==> config.mk <==
export PLATFORM = sky130hd
export DESIGN_NAME = card_cmd_seq
export DESIGN_NICKNAME = d
export VERILOG_FILES = /design/src/rtl/card_cmd_pkg.sv /design/src/rtl/card_cmd_regs.sv /design/src/rtl/card_cmd_fsm.sv /design/src/rtl/card_rsp_fifo.sv /design/src/rtl/card_cmd_seq.sv
export SDC_FILE = /design/constraint.sdc
export NUM_CORES = 1
export LEC_CHECK = 0
export BUFFER_PORTS_ARGS = -buffer_cell sky130_fd_sc_hd__buf_2
export CAP_MARGIN = 30
export CORE_ASPECT_RATIO = 0.7
export CORE_UTILIZATION = 27
export CTS_BUF_LIST = sky130_fd_sc_hd__clkbuf_8
export CTS_CLUSTER_DIAMETER = 60
export DETAILED_ROUTE_END_ITERATION = 8
export PLACE_DENSITY_LB_ADDON = 0.12
export RECOVER_POWER = 25
export SYNTH_ARGS = -nofsm -noshare
export SYNTH_HDL_FRONTEND = slang
export SYNTH_SLANG_ARGS = --single-unit
==> constraint.sdc <==
create_clock -name clk -period 2.6 [get_ports clk]
set_input_delay 0.26 -clock clk [delete_from_list [all_inputs] [get_ports clk]]
set_output_delay 0.26 -clock clk [all_outputs]
set_load 0.01 [all_outputs]
==> src/rtl/card_cmd_pkg.sv <==
package card_cmd_pkg;

  localparam logic [3:0] AD_CLK   = 4'd0;
  localparam logic [3:0] AD_STAT  = 4'd1;
  localparam logic [3:0] AD_CTL   = 4'd2;
  localparam logic [3:0] AD_TOUT  = 4'd3;
  localparam logic [3:0] AD_IDX   = 4'd4;
  localparam logic [3:0] AD_ARGH  = 4'd5;
  localparam logic [3:0] AD_ARGL  = 4'd6;
  localparam logic [3:0] AD_RESP  = 4'd7;

  localparam int CTL_W      = 14;
  localparam logic [CTL_W-1:0] CTL_MASK = 14'h3dff;
  localparam int CTL_STOP   = 10;
  localparam int CTL_DATA   = 2;

  localparam int ST_TOUT    = 1;
  localparam int ST_CLKON   = 8;
  localparam int ST_DONE    = 13;

  typedef enum logic {S_IDLE, S_WAIT} seq_state_e;

  // minimum reply length in bytes for each response type
  function automatic int unsigned resp_need(input logic [1:0] kind);
    case (kind)
      2'd0:    return 0;
      2'd2:    return 16;
      default: return 4;
    endcase
  endfunction

  function automatic logic resp_ok(input logic [1:0] kind, input int unsigned got);
    return got >= resp_need(kind);
  endfunction

endpackage

==> src/rtl/card_cmd_regs.sv <==
module card_cmd_regs
  import card_cmd_pkg::*;
#(
  parameter int DW     = 16,
  parameter int IDX_W  = 6,
  parameter int TOUT_W = 7
) (
  input  logic              clk,
  input  logic              rst_n,
  input  logic              reg_we,
  input  logic [3:0]        reg_addr,
  input  logic [DW-1:0]     reg_wdata,
  output logic [CTL_W-1:0]  ctl,
  output logic [TOUT_W-1:0] tout_lim,
  output logic [IDX_W-1:0]  idx,
  output logic [2*DW-1:0]   arg,
  output logic              clk_on,
  output logic              launch,
  output logic              stop_evt,
  output logic              ctl_wr
);
  logic pending;
  logic clk_wr, start_evt;

  assign clk_wr    = reg_we && (reg_addr == AD_CLK);
  assign stop_evt  = clk_wr && reg_wdata[0];
  assign start_evt = clk_wr && reg_wdata[1] && !reg_wdata[0];
  assign ctl_wr    = reg_we && (reg_addr == AD_CTL);

  assign launch = (ctl_wr && !reg_wdata[CTL_STOP] && clk_on) ||
                  (start_evt && pending && !ctl[CTL_STOP]);

  always_ff @(posedge clk) begin
    if (!rst_n) begin
      ctl      <= '0;
      tout_lim <= '0;
      idx      <= '0;
      arg      <= '0;
      clk_on   <= 1'b0;
      pending  <= 1'b0;
    end else begin
      if (stop_evt)       clk_on <= 1'b0;
      else if (start_evt) clk_on <= 1'b1;

      if (launch)      pending <= 1'b0;
      else if (ctl_wr) pending <= 1'b1;

      if (ctl_wr) ctl <= reg_wdata[CTL_W-1:0] & CTL_MASK;
      if (reg_we && reg_addr == AD_TOUT) tout_lim <= reg_wdata[TOUT_W-1:0];
      if (reg_we && reg_addr == AD_IDX)  idx <= reg_wdata[IDX_W-1:0];
      if (reg_we && reg_addr == AD_ARGH) arg[2*DW-1:DW] <= reg_wdata;
      if (reg_we && reg_addr == AD_ARGL) arg[DW-1:0] <= reg_wdata;
    end
  end
endmodule

==> src/rtl/card_cmd_fsm.sv <==
module card_cmd_fsm
  import card_cmd_pkg::*;
#(
  parameter int TOUT_W = 7,
  parameter int CNT_W  = 5,
  parameter int MAXB   = 18
) (
  input  logic              clk,
  input  logic              rst_n,
  input  logic              launch,
  input  logic              abort,
  input  logic              st_clr,
  input  logic              req_clr,
  input  logic              card_tick,
  input  logic [TOUT_W-1:0] tout_lim,
  input  logic              rsp_valid,
  input  logic [1:0]        resp_kind,
  input  logic              data_en,
  output logic              cmd_valid,
  output logic              cap_we,
  output logic [CNT_W-1:0]  cap_pos,
  output logic              fin,
  output logic              fin_ok,
  output logic              st_tout,
  output logic              st_done,
  output logic              end_cmd_req,
  output logic              data_go
);
  seq_state_e        state;
  logic [CNT_W-1:0]  byte_cnt, cnt_nxt;
  logic [TOUT_W-1:0] tick_cnt;
  logic              live;

  assign live    = (state == S_WAIT) && !abort && !launch;
  assign cap_we  = live && rsp_valid && (byte_cnt < CNT_W'(MAXB));
  assign cap_pos = byte_cnt;
  assign cnt_nxt = byte_cnt + CNT_W'(cap_we);
  assign fin     = live && (tick_cnt >= tout_lim);
  assign fin_ok  = fin && resp_ok(resp_kind, 32'(cnt_nxt));

  always_ff @(posedge clk) begin
    if (!rst_n) begin
      state       <= S_IDLE;
      byte_cnt    <= '0;
      tick_cnt    <= '0;
      cmd_valid   <= 1'b0;
      data_go     <= 1'b0;
      st_tout     <= 1'b0;
      st_done     <= 1'b0;
      end_cmd_req <= 1'b0;
    end else begin
      cmd_valid <= launch;
      data_go   <= fin_ok && data_en;

      if (launch) begin
        state    <= S_WAIT;
        byte_cnt <= '0;
        tick_cnt <= '0;
      end else if (state == S_WAIT && abort) begin
        state <= S_IDLE;
      end else if (fin) begin
        state <= S_IDLE;
      end else if (state == S_WAIT) begin
        byte_cnt <= cnt_nxt;
        if (card_tick && tick_cnt != '1) tick_cnt <= tick_cnt + 1'b1;
      end

      if (st_clr) begin
        st_tout <= 1'b0;
        st_done <= 1'b0;
      end else if (fin) begin
        st_done <= fin_ok;
        st_tout <= !fin_ok;
      end

      if (launch)       end_cmd_req <= 1'b1;
      else if (req_clr) end_cmd_req <= 1'b0;
    end
  end
endmodule

==> src/rtl/card_rsp_fifo.sv <==
module card_rsp_fifo #(
  parameter int DW    = 16,
  parameter int WORDS = 9,
  parameter int CNT_W = 5,
  parameter int PTR_W = 4
) (
  input  logic             clk,
  input  logic             rst_n,
  input  logic             clr,
  input  logic             we,
  input  logic [CNT_W-1:0] pos,
  input  logic [DW/2-1:0]  byte_in,
  input  logic             pop,
  input  logic             ptr_rst,
  output logic [DW-1:0]    rd_word,
  output logic             rd_empty
);
  localparam int BW = DW / 2;

  logic [WORDS-1:0][DW-1:0] words;
  logic [PTR_W-1:0]         ptr;

  for (genvar w = 0; w < WORDS; w++) begin : g_word
    logic [DW-1:0] q;
    logic          hit;
    assign hit      = we && (pos[CNT_W-1:1] == (CNT_W-1)'(w));
    assign words[w] = q;
    always_ff @(posedge clk) begin
      if (!rst_n || clr)       q <= '0;
      else if (hit && pos[0])  q[DW-1:BW] <= byte_in;
      else if (hit)            q[BW-1:0] <= byte_in;
    end
  end

  assign rd_empty = ptr >= PTR_W'(WORDS);

  always_comb begin
    rd_word = '0;
    for (int i = 0; i < WORDS; i++)
      if (ptr == PTR_W'(i)) rd_word = words[i];
  end

  always_ff @(posedge clk) begin
    if (!rst_n || ptr_rst)    ptr <= '0;
    else if (pop && !rd_empty) ptr <= ptr + 1'b1;
  end
endmodule

==> src/rtl/card_cmd_seq.sv <==
module card_cmd_seq
  import card_cmd_pkg::*;
#(
  parameter int DW     = 16,
  parameter int IDX_W  = 6,
  parameter int TOUT_W = 7,
  parameter int WORDS  = 9
) (
  input  logic             clk,
  input  logic             rst_n,
  input  logic             reg_we,
  input  logic             reg_re,
  input  logic [3:0]       reg_addr,
  input  logic [DW-1:0]    reg_wdata,
  output logic [DW-1:0]    reg_rdata,
  input  logic             card_tick,
  input  logic             rsp_valid,
  input  logic [DW/2-1:0]  rsp_byte,
  output logic             cmd_valid,
  output logic [IDX_W-1:0] cmd_index,
  output logic [2*DW-1:0]  cmd_arg,
  output logic             end_cmd_req,
  output logic             data_go
);
  localparam int MAXB  = 2 * WORDS;
  localparam int CNT_W = $clog2(MAXB + 1);
  localparam int PTR_W = $clog2(WORDS + 1);

  logic [CTL_W-1:0]  ctl;
  logic [TOUT_W-1:0] tout_lim;
  logic              clk_on, launch, stop_evt, ctl_wr;
  logic              cap_we, fin, fin_ok, st_tout, st_done;
  logic [CNT_W-1:0]  cap_pos;
  logic [DW-1:0]     rd_word;
  logic              rd_empty, resp_rd, st_clr;

  assign resp_rd = reg_re && (reg_addr == AD_RESP);
  assign st_clr  = launch || (ctl_wr && !reg_wdata[CTL_STOP]);

  card_cmd_regs #(.DW(DW), .IDX_W(IDX_W), .TOUT_W(TOUT_W)) u_regs (
    .clk(clk), .rst_n(rst_n), .reg_we(reg_we), .reg_addr(reg_addr),
    .reg_wdata(reg_wdata), .ctl(ctl), .tout_lim(tout_lim), .idx(cmd_index),
    .arg(cmd_arg), .clk_on(clk_on), .launch(launch), .stop_evt(stop_evt),
    .ctl_wr(ctl_wr)
  );

  card_cmd_fsm #(.TOUT_W(TOUT_W), .CNT_W(CNT_W), .MAXB(MAXB)) u_fsm (
    .clk(clk), .rst_n(rst_n), .launch(launch), .abort(stop_evt || ctl_wr),
    .st_clr(st_clr), .req_clr(ctl_wr), .card_tick(card_tick),
    .tout_lim(tout_lim), .rsp_valid(rsp_valid), .resp_kind(ctl[1:0]),
    .data_en(ctl[CTL_DATA]), .cmd_valid(cmd_valid), .cap_we(cap_we),
    .cap_pos(cap_pos), .fin(fin), .fin_ok(fin_ok), .st_tout(st_tout),
    .st_done(st_done), .end_cmd_req(end_cmd_req), .data_go(data_go)
  );

  card_rsp_fifo #(.DW(DW), .WORDS(WORDS), .CNT_W(CNT_W), .PTR_W(PTR_W)) u_fifo (
    .clk(clk), .rst_n(rst_n), .clr(launch), .we(cap_we), .pos(cap_pos),
    .byte_in(rsp_byte), .pop(resp_rd), .ptr_rst(fin_ok),
    .rd_word(rd_word), .rd_empty(rd_empty)
  );

  always_comb begin
    reg_rdata = '0;
    case (reg_addr)
      AD_STAT: begin
        reg_rdata[ST_TOUT]  = st_tout;
        reg_rdata[ST_CLKON] = clk_on;
        reg_rdata[ST_DONE]  = st_done;
      end
      AD_CTL:  reg_rdata = DW'(ctl);
      AD_TOUT: reg_rdata = DW'(tout_lim);
      AD_IDX:  reg_rdata = DW'(cmd_index) | DW'(16'h0040);
      AD_ARGH: reg_rdata = cmd_arg[2*DW-1:DW];
      AD_ARGL: reg_rdata = cmd_arg[DW-1:0];
      AD_RESP: reg_rdata = rd_word;
      default: reg_rdata = '0;
    endcase
  end
endmodule

After elaboration in Yosys (flattened, before gate mapping)
Index checks and enable logic that the tools add are counted.
{"block": "op_classes", "magnitude_cmp": 4, "add_sub_neg": 3, "reduce_logical": 75, "n_eq_ne": 25, "bitwise_logic": 12, "muxes": 22}
{"op": "16-bit two-way mux", "count": 9}
{"op": "4-bit by 3-bit equality test with 1-bit output (second input constant)", "count": 12}
{"op": "1-bit logical AND", "count": 42}
{"op": "6-bit case mux with 6 select lines", "count": 1}
{"op": "4-bit by 2-bit equality test with 1-bit output (second input constant)", "count": 6}
{"op": "2-bit AND reduction", "count": 9}
{"op": "4-bit case mux with 4 select lines", "count": 1}
{"op": "4-bit by 1-bit equality test with 1-bit output (second input constant)", "count": 3}
{"op": "4-bit zero test", "count": 3}
{"op": "1-bit inverter", "count": 12}
{"op": "1-bit case mux with 5 select lines", "count": 2}
{"op": "5-bit case mux with 2 select lines", "count": 1}
{"op": "4-bit equality test (second input constant)", "count": 2}
{"op": "1-bit zero test", "count": 8}
{"op": "7-bit by 1-bit adder with 7-bit output (second input constant)", "count": 1}
{"op": "7-bit >= comparator", "count": 1}
{"op": "7-bit != test (second input constant)", "count": 1}
{"op": "1-bit case mux with 7 select lines", "count": 1}
{"op": "1-bit case mux with 6 select lines", "count": 1}
{"op": "2-bit case mux with 3 select lines", "count": 1}
{"op": "2-bit OR reduction", "count": 3}
{"op": "5-bit by 1-bit adder with 5-bit output", "count": 1}
{"op": "5-bit >= comparator", "count": 1}
{"op": "1-bit logical OR", "count": 5}
{"op": "10 further kinds", "count": 14}
{"block": "word_totals", "out_inout_bits": 57, "inputBits": 34, "ff_bits": 226, "wordCells": 175}

Longest topological paths before layout
{"block": "depth", "depth_word": 15, "mapped_depth": 14, "ltp_nobuf": 13}

Hierarchy
A second synthesis with hierarchy kept.
{"block": "hier_totals", "cells_unflattened": 1352, "area_unflattened_um2": 11377.2}
{"mod": "card_rsp_fifo", "instances": 1, "seq_area_each_um2": 2962.8, "cells_each": 868, "area_each_um2": 7144.4}
{"mod": "card_cmd_regs", "instances": 1, "seq_area_each_um2": 1201.2, "cells_each": 260, "area_each_um2": 2331.0}
{"mod": "card_cmd_fsm", "instances": 1, "seq_area_each_um2": 360.3, "cells_each": 125, "area_each_um2": 1131.1}
{"mod": "card_cmd_seq", "instances": 1, "seq_area_each_um2": 0.0, "cells_each": 99, "area_each_um2": 770.7}

Least setup slack after synthesis
OpenSTA, ideal clock, no wires.
{"block": "synth_path", "path_type": "input -> register", "startpoint": "input reg_addr[0]", "endpoint": "register u_fifo.ptr[0]", "path_slack_ns": -0.277, "t_arrival_ns": 2.745, "required_time_ns": 2.468, "n_path_buf": 1, "stages": 14, "path_cell_list": "buf_6 or4b_4 o21bai_4 nand3_1 a21oi_1 ha_1 ha_1 xnor2_1 ha_1 nand2_1 nand3_1 a21oi_1 o31ai_1 nor2_1"}
{"block": "synth_via", "elab_chain_cells": 15, "word_cells_on_any_way": 27, "cone_classes": "add/sub (1); order compare (1); eq/ne (2); reduce/logical (23)"}
{"item": "from (decl)", "line": "card_cmd_seq.sv:13", "rtl": "input logic [3:0] reg_addr,"}
{"item": "4-bit zero test", "line": "card_cmd_regs.sv:25", "rtl": "assign clk_wr = reg_we && (reg_addr == AD_CLK);"}
{"item": "1-bit logical AND", "line": "card_cmd_regs.sv:25"}
{"item": "1-bit logical AND (2 in a row)", "line": "card_cmd_regs.sv:27", "rtl": "assign start_evt = clk_wr && reg_wdata[1] && !reg_wdata[0];"}
{"item": "1-bit logical AND (2 in a row)", "line": "card_cmd_regs.sv:31", "rtl": "(start_evt && pending && !ctl[CTL_STOP]);"}
{"item": "1-bit logical OR", "line": "card_cmd_regs.sv:30", "rtl": "assign launch = (ctl_wr && !reg_wdata[CTL_STOP] && clk_on) ||"}
{"item": "1-bit zero test", "line": "card_cmd_fsm.sv:34", "rtl": "assign live = (state == S_WAIT) && !abort && !launch;"}
{"item": "1-bit logical AND", "line": "card_cmd_fsm.sv:34"}
{"item": "1-bit logical AND (2 in a row)", "line": "card_cmd_fsm.sv:35", "rtl": "assign cap_we = live && rsp_valid && (byte_cnt < CNT_W'(MAXB));"}
{"item": "5-bit by 1-bit adder with 5-bit output", "line": "card_cmd_fsm.sv:37", "rtl": "assign cnt_nxt = byte_cnt + CNT_W'(cap_we);"}
{"item": "5-bit >= comparator", "line": "card_cmd_pkg.sv:33", "rtl": "return got >= resp_need(kind);"}
{"item": "1-bit logical AND", "line": "card_cmd_fsm.sv:39", "rtl": "assign fin_ok = fin && resp_ok(resp_kind, 32'(cnt_nxt));"}
{"item": "1-bit logical OR", "line": "card_rsp_fifo.sv:44", "rtl": "if (!rst_n || ptr_rst) ptr <= '0;"}
{"item": "to (signal assigned)", "line": "card_rsp_fifo.sv:45", "rtl": "else if (pop && !rd_empty) ptr <= ptr + 1'b1;"}
{"item": "to (decl)", "line": "card_rsp_fifo.sv:21", "rtl": "logic [PTR_W-1:0] ptr;"}
Parallel ways exist; a longest one is shown, timed or not.
A chain may end at the register's enable or synchronous reset.

Final worst setup path
{"block": "layout_path", "startpoint": "register u_fifo.ptr[1]", "endpoint": "output reg_rdata[7]"}
{"block": "layout_via", "elab_chain_cells": 11, "word_cells_on_any_way": 19, "cone_classes": "eq/ne (8); mux (10); reduce/logical (1)"}
{"item": "4-bit zero test", "line": "card_rsp_fifo.sv:40", "rtl": "if (ptr == PTR_W'(i)) rd_word = words[i];"}
{"item": "16-bit two-way mux (8 in a row)", "line": "card_rsp_fifo.sv:40"}
{"item": "16-bit two-way mux *", "line": "card_rsp_fifo.sv:40"}
{"item": "6-bit case mux with 6 select lines *", "line": "card_cmd_seq.sv:64", "rtl": "case (reg_addr)"}
{"item": "to (decl)", "line": "card_cmd_seq.sv:15", "rtl": "output logic [DW-1:0] reg_rdata,"}
Every way passes the cells marked *; elsewhere a longest branch is shown, timed or not.

==> flow_summary_export.csv <==
group,metric,value,unit
worst_setup_path,worst-path-max-fanout,16,
worst_setup_path,reg2reg_to,"u_fsm.st_done",
worst_setup_path,worstPathArrival,2.48,ns
synthesis,synth_async_sr_flop_share,0,%
die,die_w,242.4,um
outcome,violations,"negative setup slack",
worst_setup_path,path_class,"register to primary output",
clock_network,cts_root_buffer,"clkbuf_8",
synthesis,synth_simple_gate_area_share,18.82,%
die,boundaryPins,91,
synthesis,syn_inst,1298,
final_layout,area_delta_synth_final,30.57,%
placed_design,place_ws,-0.2468,ns
power,leakage,0.005417,uW
synthesis,synthDistinctLibCells,61,
clock_network,worstSkewPairLatency,0.57,ns
placed_design,dp.cells,1890,
drt,routedWlPerCell,19.51,um
power,power,7413,uW
worst_setup_path,worstSetupStartpointType,"register",
clock_network,cts.clk_slew.worst_paths,0.05,ns
drt,dr.first_iter.drc_count,696,
die,core,0.03976,sq mm
sta,finalCritPeriodShare,105.4,%
clock_network,clock-sinks,226,
sta,finalSetupViolCount,16,
worst_setup_path,cp-end-kind,"primary output",
sta,hold_viol_final,0,
sta,layout_setup_ws,-0.1406,ns
final_layout,stdcell_count,1993,
placed_design,io_buffers,90,
power,ir_drop,310.5,uV
die,die-area,0.04127,sq mm
synthesis,synth_top_family_by_area,"simple AND/OR/NAND/NOR gates",
grt,grt_pass1_vias,9308,
sta,timing.fmax,364.9,MHz
clock_network,clk_path_buf_depth,3,
die,die_h,170.3,um
drt,drt_pre_antenna_iters,5,
synthesis,post_synth.cell_area_avg,8.413,sq um
drt,ant_nets,0,
synthesis,synth_mux_area_share,15.79,%
synthesis,synth_fp_nets,1348,
worst_hold_path,hp-class,"primary input to register",
synthesis,ys.flop_type,"dfxtp_1",
synthesis,ys_ff_latch,226,
placed_design,placed_cell_area,0.01232,sq mm
die,rows,61,
drt,drcViolationCount,0,
grt,grt_pass1_wl,58220,um
sta,worst_slew_pin_slew,1.189,ns
worst_setup_path,reg2reg_slack,0.08,ns
worst_hold_path,min_from,"reg_re",
clock_network,cts_buffers,41,
worst_setup_path,reg2regPathDepth,12,
placed_design,gp_congestion,0.8422,
worst_setup_path,required,2.34,ns
sta,finalMaxSlewViolations,0,
synthesis,synth_compound_area_share,16.11,%
power,powerDensity,519.9,mW/mm^2
worst_setup_path,r2r_start,"u_regs.ctl[10]",
clock_network,cts_tree,"done",
placed_design,dpl.hpwl,25710,um
drt,num_vias,9795,
synthesis,synth_warnings,0,
clock_network,h-tree-depth,2,
flow_run,maxCapViolCount,0,
worst_hold_path,holdPathEnd,"u_fifo.ptr[3]",
synthesis,synth_area,0.01092,sq mm
sta,rsz0062_at_grt,"yes",
synthesis,yosysSeqAreaShare,41.43,%
grt,overflow,0,
final_layout,fin_area,0.01426,sq mm
grt,grt_max_degree,53,
drt,routed_via_density,4.915,
sta,period_needed,2.741,ns
final_layout,nFillCells,4189,
synthesis,synth_xor_area_share,0.5614,%
final_layout,nNetsFinal,1477,
synthesis,synth-edff-count,0,
drt,finalWirelength,38890,um
sta,slew_headroom,20.73,%
grt,antenna_found_initial,0,
outcome,outcome,"complete, but fails checks",
worst_hold_path,min_path_cells,3,
sta,fin_worst_skew,0.02702,ns
synthesis,synthAdderAreaFrac,1.833,%
grt,grt_usage,18.43,%
final_layout,layout-drive-gt1-share,24.16,%
die,initial_core_util,27.46,%
-- cell families (layout without fill, tap and decap cells) --
group | after synthesis | count (layout)
AO/OA/AOI/OAI | 284 | 284
XOR/XNOR | 7 | 7
other | 0 | 1
multiplexers | 172 | 172
buffers and inverters | 141 | 300
AND/OR/NAND/NOR | 452 | 452
flip-flops | 226 | 226
adder cells (fa/ha/maj) | 16 | 16
-- metrics by stage --
stage               TNS (ns)  util, %  hold WS, ns
global placement      -1.265    30.98       0.4429
global route          -3.561    35.85      0.01854
finish                -1.715    35.86      0.03043
floorplan            -0.2591        -       0.3863
detailed placement    -1.385    30.98       0.4465
CTS                   -2.989    35.00     0.009135
-- critical path: stages (launching register included) --
cell,delay (ns)
dfxtp_4,0.38
inv_4,0.06
ha_4,0.18
bufbuf_16,0.30
or2_4,0.29
a21oi_2,0.12
o22ai_2,0.09
o2111ai_2,0.10
o211ai_1,0.20
buf_2,0.20
-- repair_timing --
item	CTS	global route
setup endpoints to repair	18	21
setup buffers	1	11
pin swaps	24	30
resized for setup	107	57
hold endpoints to repair	42	0
gates cloned	3	2
hold buffers	16	0
-- cells in the final DEF, fill, tap and decap left out, types with 11 or more instances in the layout --
cell type	n
dlygate4sd3_1	16
buf_12	15
o21ai_1	16
buf_2	78
nor2_1	199
a21oi_1	100
clkbuf_8	52
a211oi_2	11
a21oi_2	19
nand2_1	124
nor2b_1	32
a22oi_1	14
nand3_1	13
buf_4	56
dfxtp_1	224
inv_1	49
mux2i_1	170
o21ai_0	27
clkbuf_1	12
-- report_power, final --
group / switching (uW) / internal [uW]
logic: 265 / 136
registers: 11.6 / 3470
clock network: 1630 / 1900
total: 1900 / 5510
-- sequential cells by signal (all words and copies together) (netlist names) --
name / count
u_regs.arg: 32
u_regs.pending: 1
u_regs.clk_on: 1
u_fsm.tick_cnt: 7
u_fsm.data_go: 1
u_fsm.state: 1
u_regs.idx: 6
u_fsm.end_cmd_req: 1
u_fsm.cmd_valid: 1
u_fsm.st_tout: 1
u_fsm.st_done: 1
u_fsm.cap_pos: 5
u_fifo.g_word.q: 144
u_regs.ctl: 13
u_fifo.ptr: 4
u_regs.tout_lim: 7
-- per-layer routing --
layer / part of all wire (%) / track usage (%) / vias to the layer above
li1: - / - / 4775
met1: 53 / 28.34 / 4762
met2: 41 / 26.32 / 214
met3: 4.8 / 2.839 / 44
met4: 1.5 / 4.320 / 0
met5: 0 / 0 / -
-- synthesized netlist by cell type (16+ instances only) --
| cell | instances | area (sq um) |
|---|---|---|
| nor2_1 | 204 | 765.7 |
| o21ai_0 | 45 | 225.2 |
| buf_2 | 16 | 80.08 |
| a21oi_1 | 128 | 640.6 |
| inv_1 | 33 | 123.9 |
| clkbuf_1 | 71 | 266.5 |
| nor2b_1 | 33 | 206.5 |
| nand2_1 | 127 | 476.7 |
| dfxtp_1 | 226 | 4524 |
| mux2i_1 | 170 | 1702 |
| ha_1 | 16 | 200.2 |
| a22oi_1 | 18 | 135.1 |
-- final cells by class --
class / count / area, sq um / share of cell area, %
flip-flops and latches: 226 / 4532 / 31.78
clock buffers: 52 / 715.7 / 5.019
inverters: 34 / 132.6 / 0.9301
diodes: 1 / 2.502 / 0.01755
multi-input cells: 931 / 6504 / 45.61
clock inverters: 21 / 118.9 / 0.8336
well taps: 535 / 669.4 / 4.695
repair buffers: 193 / 1584 / 11.11
-- worst max-delay path by stage --
stage                          endpoint     startpoint  slack (ns)
after floorplan           u_fsm.st_done    reg_addr[0]       -0.09
after global placement    u_fifo.ptr[0]    reg_addr[3]       -0.23
after detailed placement  u_fsm.st_done    reg_addr[3]       -0.25
after CTS                  reg_rdata[4]  u_fifo.ptr[0]       -0.24
after global routing      reg_rdata[14]  u_fifo.ptr[0]       -0.26
final                      reg_rdata[7]  u_fifo.ptr[1]       -0.14
Power figures use the tool's default switching activity.
